File: src/rtl/twin_lane_pkg.sv
package twin_lane_pkg;

    localparam int LANES = 2;

    typedef enum logic [1:0] {
        DIV_HALT = 2'd0,
        DIV_HIGH = 2'd1,
        DIV_LOW  = 2'd2
    } div_state_e;

    typedef enum logic {
        GUARD_CLEAN   = 1'b0,
        GUARD_TRIPPED = 1'b1
    } guard_state_e;

endpackage

File: src/rtl/edge_tap.sv
module edge_tap #(
    parameter int N = 3
) (
    input  logic         clk,
    input  logic         rst_n,
    input  logic [N-1:0] lvl,
    output logic [N-1:0] prev
);
    for (genvar g = 0; g < N; g++) begin : g_tap
        always_ff @(posedge clk or negedge rst_n) begin
            if (!rst_n) prev[g] <= 1'b0;
            else        prev[g] <= lvl[g];
        end
    end
endmodule

File: src/rtl/div2_fsm.sv
module div2_fsm
    import twin_lane_pkg::*;
(
    input  logic clk,
    input  logic rst_n,
    input  logic halt,
    input  logic tick,
    output logic xfer
);
    div_state_e state_q, state_d;

    always_ff @(posedge clk or negedge rst_n) begin
        if (!rst_n) state_q <= DIV_HALT;
        else        state_q <= state_d;
    end

    always_comb begin
        state_d = state_q;
        if (halt) begin
            state_d = DIV_HALT;                       // park
        end else if (tick) begin
            unique case (state_q)
                DIV_HALT: state_d = DIV_LOW;          // fall
                DIV_HIGH: state_d = DIV_LOW;          // fall
                DIV_LOW:  state_d = DIV_HIGH;         // launch
                default:  state_d = DIV_HALT;
            endcase
        end
    end

    always_comb begin
        xfer = 1'b0;
        unique case (state_q)
            DIV_LOW:  xfer = tick && !halt;
            DIV_HALT: xfer = 1'b0;
            DIV_HIGH: xfer = 1'b0;
            default:  xfer = 1'b0;
        endcase
    end
endmodule

File: src/rtl/sel_guard.sv
module sel_guard
    import twin_lane_pkg::*;
(
    input  logic clk,
    input  logic rst_n,
    input  logic sel_now,
    input  logic sel_prev,
    input  logic busy,
    output logic fault
);
    guard_state_e state_q, state_d;
    logic         violation;

    assign violation = (sel_now != sel_prev) && busy;

    always_ff @(posedge clk or negedge rst_n) begin
        if (!rst_n) state_q <= GUARD_CLEAN;
        else        state_q <= state_d;
    end

    always_comb begin
        state_d = state_q;
        unique case (state_q)
            GUARD_CLEAN:   if (violation) state_d = GUARD_TRIPPED;  // trip
            GUARD_TRIPPED: state_d = GUARD_TRIPPED;
            default:       state_d = GUARD_CLEAN;
        endcase
    end

    always_comb begin
        unique case (state_q)
            GUARD_TRIPPED: fault = 1'b1;
            GUARD_CLEAN:   fault = 1'b0;
            default:       fault = 1'b0;
        endcase
    end
endmodule

File: src/rtl/lane_bank.sv
module lane_bank
    import twin_lane_pkg::*;
#(
    parameter int   W           = 12,
    parameter logic SEL_A_LEVEL = 1'b1
) (
    input  logic         clk,
    input  logic         rst_n,
    input  logic [W-1:0] din,
    input  logic         sel,
    input  logic         cap,
    input  logic         xfer,
    output logic [W-1:0] out_a,
    output logic [W-1:0] out_b
);
    localparam logic [W-1:0] MID = W'(1) << (W - 1);

    logic [LANES-1:0][W-1:0] in_q;
    logic [LANES-1:0][W-1:0] hold_q;

    for (genvar g = 0; g < LANES; g++) begin : g_lane
        localparam logic MATCH = (g == 0) ? SEL_A_LEVEL : !SEL_A_LEVEL;

        always_ff @(posedge clk or negedge rst_n) begin
            if (!rst_n)                     in_q[g] <= '0;
            else if (cap && (sel == MATCH)) in_q[g] <= din;
        end

        always_ff @(posedge clk or negedge rst_n) begin
            if (!rst_n)    hold_q[g] <= MID;
            else if (xfer) hold_q[g] <= in_q[g];
        end
    end

    assign out_a = hold_q[0];
    assign out_b = hold_q[1];
endmodule

File: src/rtl/twin_lane_demux.sv
module twin_lane_demux
    import twin_lane_pkg::*;
#(
    parameter int   W           = 12,
    parameter logic SEL_A_LEVEL = 1'b1
) (
    input  logic         clk,
    input  logic         rst_n,
    input  logic         conv_halt,
    input  logic         wr_stb,
    input  logic         conv_clk,
    input  logic         lane_sel,
    input  logic [W-1:0] din,
    output logic [W-1:0] out_a,
    output logic [W-1:0] out_b,
    output logic         sel_fault
);
    localparam int NTAP = 3;
    localparam int T_WR   = 0;
    localparam int T_CONV = 1;
    localparam int T_SEL  = 2;

    logic [NTAP-1:0] lvl, prev;
    logic            wr_rise, conv_rise, xfer, busy;

    assign lvl = {lane_sel, conv_clk, wr_stb};

    edge_tap #(.N(NTAP)) u_tap (
        .clk  (clk),
        .rst_n(rst_n),
        .lvl  (lvl),
        .prev (prev)
    );

    assign wr_rise   = wr_stb   && !prev[T_WR];
    assign conv_rise = conv_clk && !prev[T_CONV];
    assign busy      = wr_stb || conv_clk || prev[T_WR] || prev[T_CONV];

    div2_fsm u_div (
        .clk  (clk),
        .rst_n(rst_n),
        .halt (conv_halt),
        .tick (conv_rise),
        .xfer (xfer)
    );

    sel_guard u_guard (
        .clk     (clk),
        .rst_n   (rst_n),
        .sel_now (lane_sel),
        .sel_prev(prev[T_SEL]),
        .busy    (busy),
        .fault   (sel_fault)
    );

    lane_bank #(.W(W), .SEL_A_LEVEL(SEL_A_LEVEL)) u_bank (
        .clk  (clk),
        .rst_n(rst_n),
        .din  (din),
        .sel  (lane_sel),
        .cap  (wr_rise),
        .xfer (xfer),
        .out_a(out_a),
        .out_b(out_b)
    );
endmodule

File: config.mk
export PLATFORM = sky130hd
export DESIGN_NAME = twin_lane_demux
export DESIGN_NICKNAME = d
export VERILOG_FILES = /design/src/rtl/twin_lane_pkg.sv /design/src/rtl/edge_tap.sv /design/src/rtl/div2_fsm.sv /design/src/rtl/sel_guard.sv /design/src/rtl/lane_bank.sv /design/src/rtl/twin_lane_demux.sv
export SDC_FILE = /design/constraint.sdc
export NUM_CORES = 1
export LEC_CHECK = 0
export ABC_AREA = 1
export BUFFER_PORTS_ARGS = -buffer_cell sky130_fd_sc_hd__buf_2
export CAP_MARGIN = 40
export CORE_MARGIN = 1.5
export CORE_UTILIZATION = 54
export DETAILED_ROUTE_END_ITERATION = 7
export PLACE_DENSITY_LB_ADDON = 0.15
export SLEW_MARGIN = 20
export SYNTH_ARGS = -nofsm -noshare
export SYNTH_HDL_FRONTEND = slang
export SYNTH_SLANG_ARGS = --single-unit
File: constraint.sdc
create_clock -name clk -period 1.3 [get_ports clk]
set_input_delay 0.26 -clock clk [delete_from_list [all_inputs] [get_ports clk]]
set_output_delay 0.26 -clock clk [all_outputs]
set_load 0.1 [all_outputs]
==> flow_metrics.py, run 1 <==
metrics = {
    "critical_path": {
        "max_stage_delay_ns": 0.57,
        "cp.arrival_ns": 1.04,
        "crit_type": "register to output pin",
        "critPathMaxFanout": 2,
        "cp_cell_sequence": "buf_12",
        "worstPathRequired_ns": 1.04,
        "path_buf_inv": 1,
        "start_kind": "register",
        "cp_slowest_cell": "dfstp_2",
        "cp-end-kind": "output pin",
        "path_delay_family": "flip-flops",
    },
    "outcome": {
        "status": "completed",
    },
    "placed_design": {
        "pre_cts_ws_ns": 0.07676,
        "dp_hpwl_mm": 2.651,
        "place_inst": 302,
        "postPlaceCellArea_um2": 2770,
        "io_buffers": 42,
        "gp_congestion": 0.8086,
    },
    "power_and_ir_drop": {
        "p_seq_share_pct": 37.2,
        "pwr-share-clk_pct": 21.9,
        "p_comb_share_pct": 40.9,
        "internal-power_mw": 3.655,
        "power_density_nw_per_um2": 2065,
        "vdd_ir_drop_max_mv": 1.541,
        "leakagePower_nw": 1.516,
        "power.switching_fraction_pct": 39.95,
        "netSwitchingPower_mw": 2.432,
    },
    "yosys": {
        "yosys.area_share.adder_pct": 0,
        "ys.warnings.count": 0,
        "syn_nets": 237,
        "synthDistinctLibCells": 19,
        "synthTopCellsByArea": "dfrtp_1, nand2_1, nand3_1, o21ai_0, buf_6",
        "ys_seq_elements": 54,
        "synth_xor_area_share_pct": 0.4037,
        "syn_avg_cell_area_um2": 9.907,
        "synthMuxAreaShare_pct": 0,
        "yosysSeqAreaShare_pct": 62.40,
        "syn-instance-count": 219,
        "synth_top_area_cell": "dfrtp_1",
        "synth_top_family_by_area": "simple AND/OR/NAND/NOR gates",
        "synthDominantCellAreaShare_pct": 59.98,
        "syn-cell-area_um2": 2170,
        "synth-simple-area-share_pct": 24.28,
        "synth_compound_area_share_pct": 5.536,
    },
    "layout": {
        "layout.nets": 282,
        "final_common_cell": "nand2_1",
        "stdcell_area_um2": 2948,
        "multiInputGateArea_um2": 673.1,
        "fin_cells": 313,
        "regArea_um2": 1354,
        "layout_common_cells": "nand2_1, dfrtp_1, nand3_1, buf_12, buf_2",
        "area_growth_pct": 35.87,
        "drive_gt1_share_pct": 25.28,
        "fill_cells": 242,
        "final_util_pct": 78.17,
        "n_antenna_cell": 0,
    },
    "timing": {
        "setup_viol": 0,
        "slew-limit-headroom_pct": 80.41,
        "worst_pin_slew_ns": 0.2935,
        "drv_slew": 0,
        "finalHoldViolCount": 0,
        "grt_setup_unrepaired": "true",
        "whs_ns": 0.1179,
        "fin_crit_sh_pct": 99.81,
        "fmax_ghz": 0.7707,
        "fin_worst_skew_ns": 0.008898,
        "final.setup.worst_slack_ns": 0.002484,
        "layout_min_cycle_time_ns": 1.298,
    },
    "route": {
        "vias_per_cell": 5.099,
        "postRouteAntennaNets": 0,
        "drt_wl_total_mm": 4.172,
        "via_count": 1596,
        "drc_errors": 0,
        "dr.pass1.iters": 4,
        "drtIter0Drc": 80,
        "wl_per_cell_um": 13.33,
    },
    "grt": {
        "overflow": 0,
        "grtUsageTotal_pct": 20.05,
        "grt_max_degree": 55,
        "grt_pass1_wl_mm": 6.651,
        "grt_pass1_vias": 1448,
        "antenna_found_initial": 0,
    },
    "min_path": {
        "min_path_type": "input port to register",
    },
    "run": {
        "cap_violations": 0,
    },
    "floorplanning": {
        "initial_core_util_pct": 57.53,
        "die_h_um": 66.39,
        "die-width_um": 66.39,
        "io_pins": 43,
        "dieArea_um2": 4407,
        "core_um2": 3771,
        "rows": 22,
    },
    "clocking": {
        "numCtsBuffers": 5,
        "clk_path_buf_depth": 2,
        "cts_tree": "done",
        "worstSkewPairLatency_ns": 0.30,
        "clk_root_buffer_cell": "clkbuf_8",
        "clkSlewWorstSetupHoldPaths_ns": 0.09,
        "cts_sinks": 54,
        "cts_max_level": 2,
    },
}
-- kinds of logic (layout without fill, tap and decap cells) --
logic type      after synthesis  in the layout
compound gates               24             24
xor+xnor                      1              1
buf+inv                      28             73
flops                        54             54
simple gates                112            113
-- synthesized netlist by cell type, drive strengths merged --
cell type  number
buf            10
inv            18
dfrtp          52
dfstp           2
nand3          29
nand2          78
nor2            4
o21ai          24
xor2            1
nand3b          1
-- per-layer routing --
metal | routed length (um) | global-route usage [%] | vias to the layer above
li1 | - | - | 782
met1 | 1944 | 27.22 | 764
met4 | 53 | 6.888 | 0
met5 | 0 | 0 | -
met2 | 2017 | 32.88 | 43
met3 | 157 | 3.237 | 7
-- final cells by class --
cell class	count	area share (%)
Clock inverter	2	2.037
Sequential cell	54	45.93
Clock buffer	6	2.801
Tap cell	48	2.037
Timing Repair Buffer	47	22.07
Multi-Input combinational cell	138	22.84
Inverter	18	2.292
-- flip-flops by register name, indices dropped and copies added, names as in the netlist --
name and count:
u_bank.in_q 24, u_bank.out_a 12, u_bank.out_b 12, u_div.state_q 2, u_guard.state_q 1, u_tap.prev 3
-- power groups by stage --
stage | logic, mW | clock network, mW | registers, mW
global placement | 2.45 | 0 | 2.29
floorplan | 0.305 | 0 | 3.45
detailed placement | 2.47 | 0 | 2.29
CTS | 2.50 | 1.36 | 2.26
finish | 2.49 | 1.33 | 2.26
global route | 2.59 | 1.44 | 2.29
-- repair_timing --
item / in CTS / in global routing
buffers inserted: 1 / 0
hold buffers: 1 / 0
gates resized for setup: 0 / 1
pin swaps: 0 / 1
hold endpoints to repair: 52 / 0
setup endpoints to repair: 2 / 12
gates cloned: 0 / 1
-- per-stage QoR --
stage	power (mW)	TNS, ns
2_1_floorplan	3.760	0
3_5_place_dp	4.763	0
4_1_cts	6.113	-0.008471
6_report	6.086	0
3_3_place_gp	4.733	0
5_1_grt	6.325	-0.06496
-- worst paths after layout --
check / startpoint / to / slack, ns / cells after the start
min in group asynchronous: rst_n / u_bank.in_q[13]$_DFFE_PN0P_ / 0.47 / 3
setup reg to reg: u_div.state_q[0]$_DFFE_PN0P_ / u_bank.out_b[4]$_DFFE_PN0P_ / 0.10 / 4
setup / recovery: u_bank.out_a[11]$_DFFE_PN1P_ / out_a[11] / 0.002 / 1
max in group asynchronous: rst_n / u_bank.out_a[11]$_DFFE_PN1P_ / 0.56 / 3
hold / removal: conv_clk / u_tap.prev[1]$_DFF_PN0_ / 0.12 / 1
hold reg to reg: u_bank.in_q[18]$_DFFE_PN0P_ / u_bank.in_q[18]$_DFFE_PN0P_ / 0.50 / 2
No activity file was read; power rests on OpenSTA's default activity.
==> run 2: changes to the inputs <==
--- a/config.mk
+++ b/config.mk
@@ -12,6 +12,7 @@
 export CORE_UTILIZATION = 54
 export DETAILED_ROUTE_END_ITERATION = 7
 export PLACE_DENSITY_LB_ADDON = 0.15
+export REMOVE_ABC_BUFFERS = 1
 export SLEW_MARGIN = 20
 export SYNTH_ARGS = -nofsm -noshare
 export SYNTH_HDL_FRONTEND = slang
==> flow_metrics.py, run 2 (synthesized netlist as in run 1, its figures left out) <==
metrics = {
    "outcome": {
        "status": "finished with violations",
        "violations": "setup timing",
    },
    "critical_path": {
        "critPathMaxFanout": 2,
        "cp_slowest_cell": "dfstp_2",
        "cp_cell_sequence": "buf_12",
        "r2r_slack_ns": 0.12,
        "crit_type": "register to output pin",
        "max_stage_delay_ns": 0.57,
        "cp-end-kind": "output pin",
        "path_delay_family": "flip-flops",
        "cp.arrival_ns": 1.05,
        "path_buf_inv": 1,
        "worstPathRequired_ns": 1.04,
        "start_kind": "register",
    },
    "route": {
        "drc_errors": 0,
        "vias_per_cell": 5.122,
        "dr.pass1.iters": 4,
        "wl_per_cell_um": 12.78,
        "drtIter0Drc": 141,
        "postRouteAntennaNets": 0,
        "via_count": 1593,
        "drt_wl_total_mm": 3.975,
    },
    "layout": {
        "largest_reg_flops": 24,
        "fill_cells": 258,
        "area_growth_pct": 33.10,
        "layout.nets": 280,
        "top_register": "u_bank.in_q",
        "n_antenna_cell": 0,
        "final_common_cell": "nand2_1",
        "drive_gt1_share_pct": 24.71,
        "stdcell_area_um2": 2888,
        "layout_common_cells": "nand2_1, dfrtp_1, buf_12, nand3_1, buf_2",
    },
    "timing": {
        "final.setup.worst_slack_ns": -0.01241,
        "worst_pin_slew_ns": 0.2996,
        "setup_viol": 2,
        "finalHoldViolCount": 0,
        "fin_worst_skew_ns": 0.005981,
        "layout_min_cycle_time_ns": 1.312,
        "fmax_ghz": 0.7620,
        "slew-limit-headroom_pct": 80.03,
        "grt_setup_unrepaired": "true",
        "fin_crit_sh_pct": 101.0,
        "drv_slew": 0,
    },
    "clocking": {
        "cts_max_level": 2,
        "cts_tree": "done",
        "numCtsBuffers": 5,
        "worstSkewPairLatency_ns": 0.31,
        "clk_path_buf_depth": 2,
        "clkSlewWorstSetupHoldPaths_ns": 0.09,
        "cts_sinks": 54,
        "post_cts_resized": 0,
        "clk_root_buffer_cell": "clkbuf_8",
    },
    "floorplanning": {
        "initial_core_util_pct": 57.53,
        "core_um2": 3771,
        "dieArea_um2": 4407,
        "rows": 22,
        "die-width_um": 66.39,
        "io_pins": 43,
        "die_h_um": 66.39,
    },
    "grt": {
        "antenna_found_initial": 0,
        "grtUsageTotal_pct": 21.12,
        "grt_pass1_wl_mm": 6.831,
        "grt_max_degree": 55,
        "grt_pass1_vias": 1449,
        "overflow": 0,
    },
    "power_and_ir_drop": {
        "vdd_ir_drop_max_mv": 1.291,
        "power_density_nw_per_um2": 1970,
        "leakagePower_nw": 1.490,
    },
    "run": {
        "cap_violations": 0,
    },
    "placed_design": {
        "dp_hpwl_mm": 2.619,
        "pre_cts_ws_ns": 0.1227,
        "io_buffers": 42,
        "gp_congestion": 0.7408,
        "postPlaceCellArea_um2": 2783,
    },
    "min_path": {
        "min_path_type": "input port to register",
    },
}
## run 2: cell types whose count changed in the layout (fill, tap and decap cells not counted)
| cell | before | now |
|---|---|---|
| buf_4 | 2 | 0 |
| bufinv_16 | 2 | 0 |
| buf_12 | 27 | 28 |
| clkinv_2 | 0 | 1 |
| clkinvlp_4 | 0 | 1 |
| nand3_4 | 3 | 2 |
## run 2: area by class of cell
| cell class | count | area [um2] | share of cell area [%] |
|---|---|---|---|
| sequential | 54 | 1354 | 46.88 |
| multi-input combinational | 137 | 655.6 | 22.70 |
| clock buffer | 6 | 82.58 | 2.860 |
| tap | 48 | 60.06 | 2.080 |
| inverter | 18 | 67.56 | 2.340 |
| timing repair buffer | 46 | 655.6 | 22.70 |
| clock inverter | 2 | 12.51 | 0.4333 |
## run 2: metrics by stage
step                      utilization, %  total power, mW  hold WS [ns]  instances  TNS (ns)
after floorplan                        -            3.739      -0.03559        209         0
after global placement             73.79            4.742        0.2744        302         0
after detailed placement           73.79            4.781        0.2742        302         0
after CTS                          76.58            5.734       0.09410        311  -0.04478
after global routing               76.58            5.913        0.1012        311  -0.08642
final                              76.58            5.689       0.09831        311  -0.02144
## run 2: routing by layer
metal  up-vias  GRT usage, %  routed length, um
met4         0         9.949                 81
li1        777             -                  -
met3         8         4.600                246
met2        56         31.87               1909
met5         -             0                  0
met1       752         29.23               1737
## run 2: what timing repair did
action,4_1_cts,5_1_grt
endpoints found under the setup margin,2,2
cloned,0,0
buffers inserted,0,0
hold buffers,1,0
pin swaps,0,0
endpoints found under the hold margin,52,0
## run 2: worst paths after layout
check / depth (start not counted) / to / startpoint
hold / removal: 1 / u_tap.prev[1]$_DFF_PN0_ / conv_clk
hold reg to reg: 2 / u_bank.out_b[11]$_DFFE_PN1P_ / u_bank.out_b[11]$_DFFE_PN1P_
min in group asynchronous: 3 / u_div.state_q[1]$_DFFE_PN0P_ / rst_n
setup / recovery: 1 / out_a[11] / u_bank.out_a[11]$_DFFE_PN1P_
setup reg to reg: 4 / u_bank.out_b[8]$_DFFE_PN0P_ / u_div.state_q[0]$_DFFE_PN0P_
max in group asynchronous: 3 / u_bank.out_b[11]$_DFFE_PN1P_ / rst_n
## run 2: where the power goes
part	leakage (nW)	total [mW]	internal [mW]	switching, mW
clock network	0.0472	0.952	0.428	0.524
registers	0.683	2.26	1.99	0.273
logic	0.760	2.47	0.839	1.63
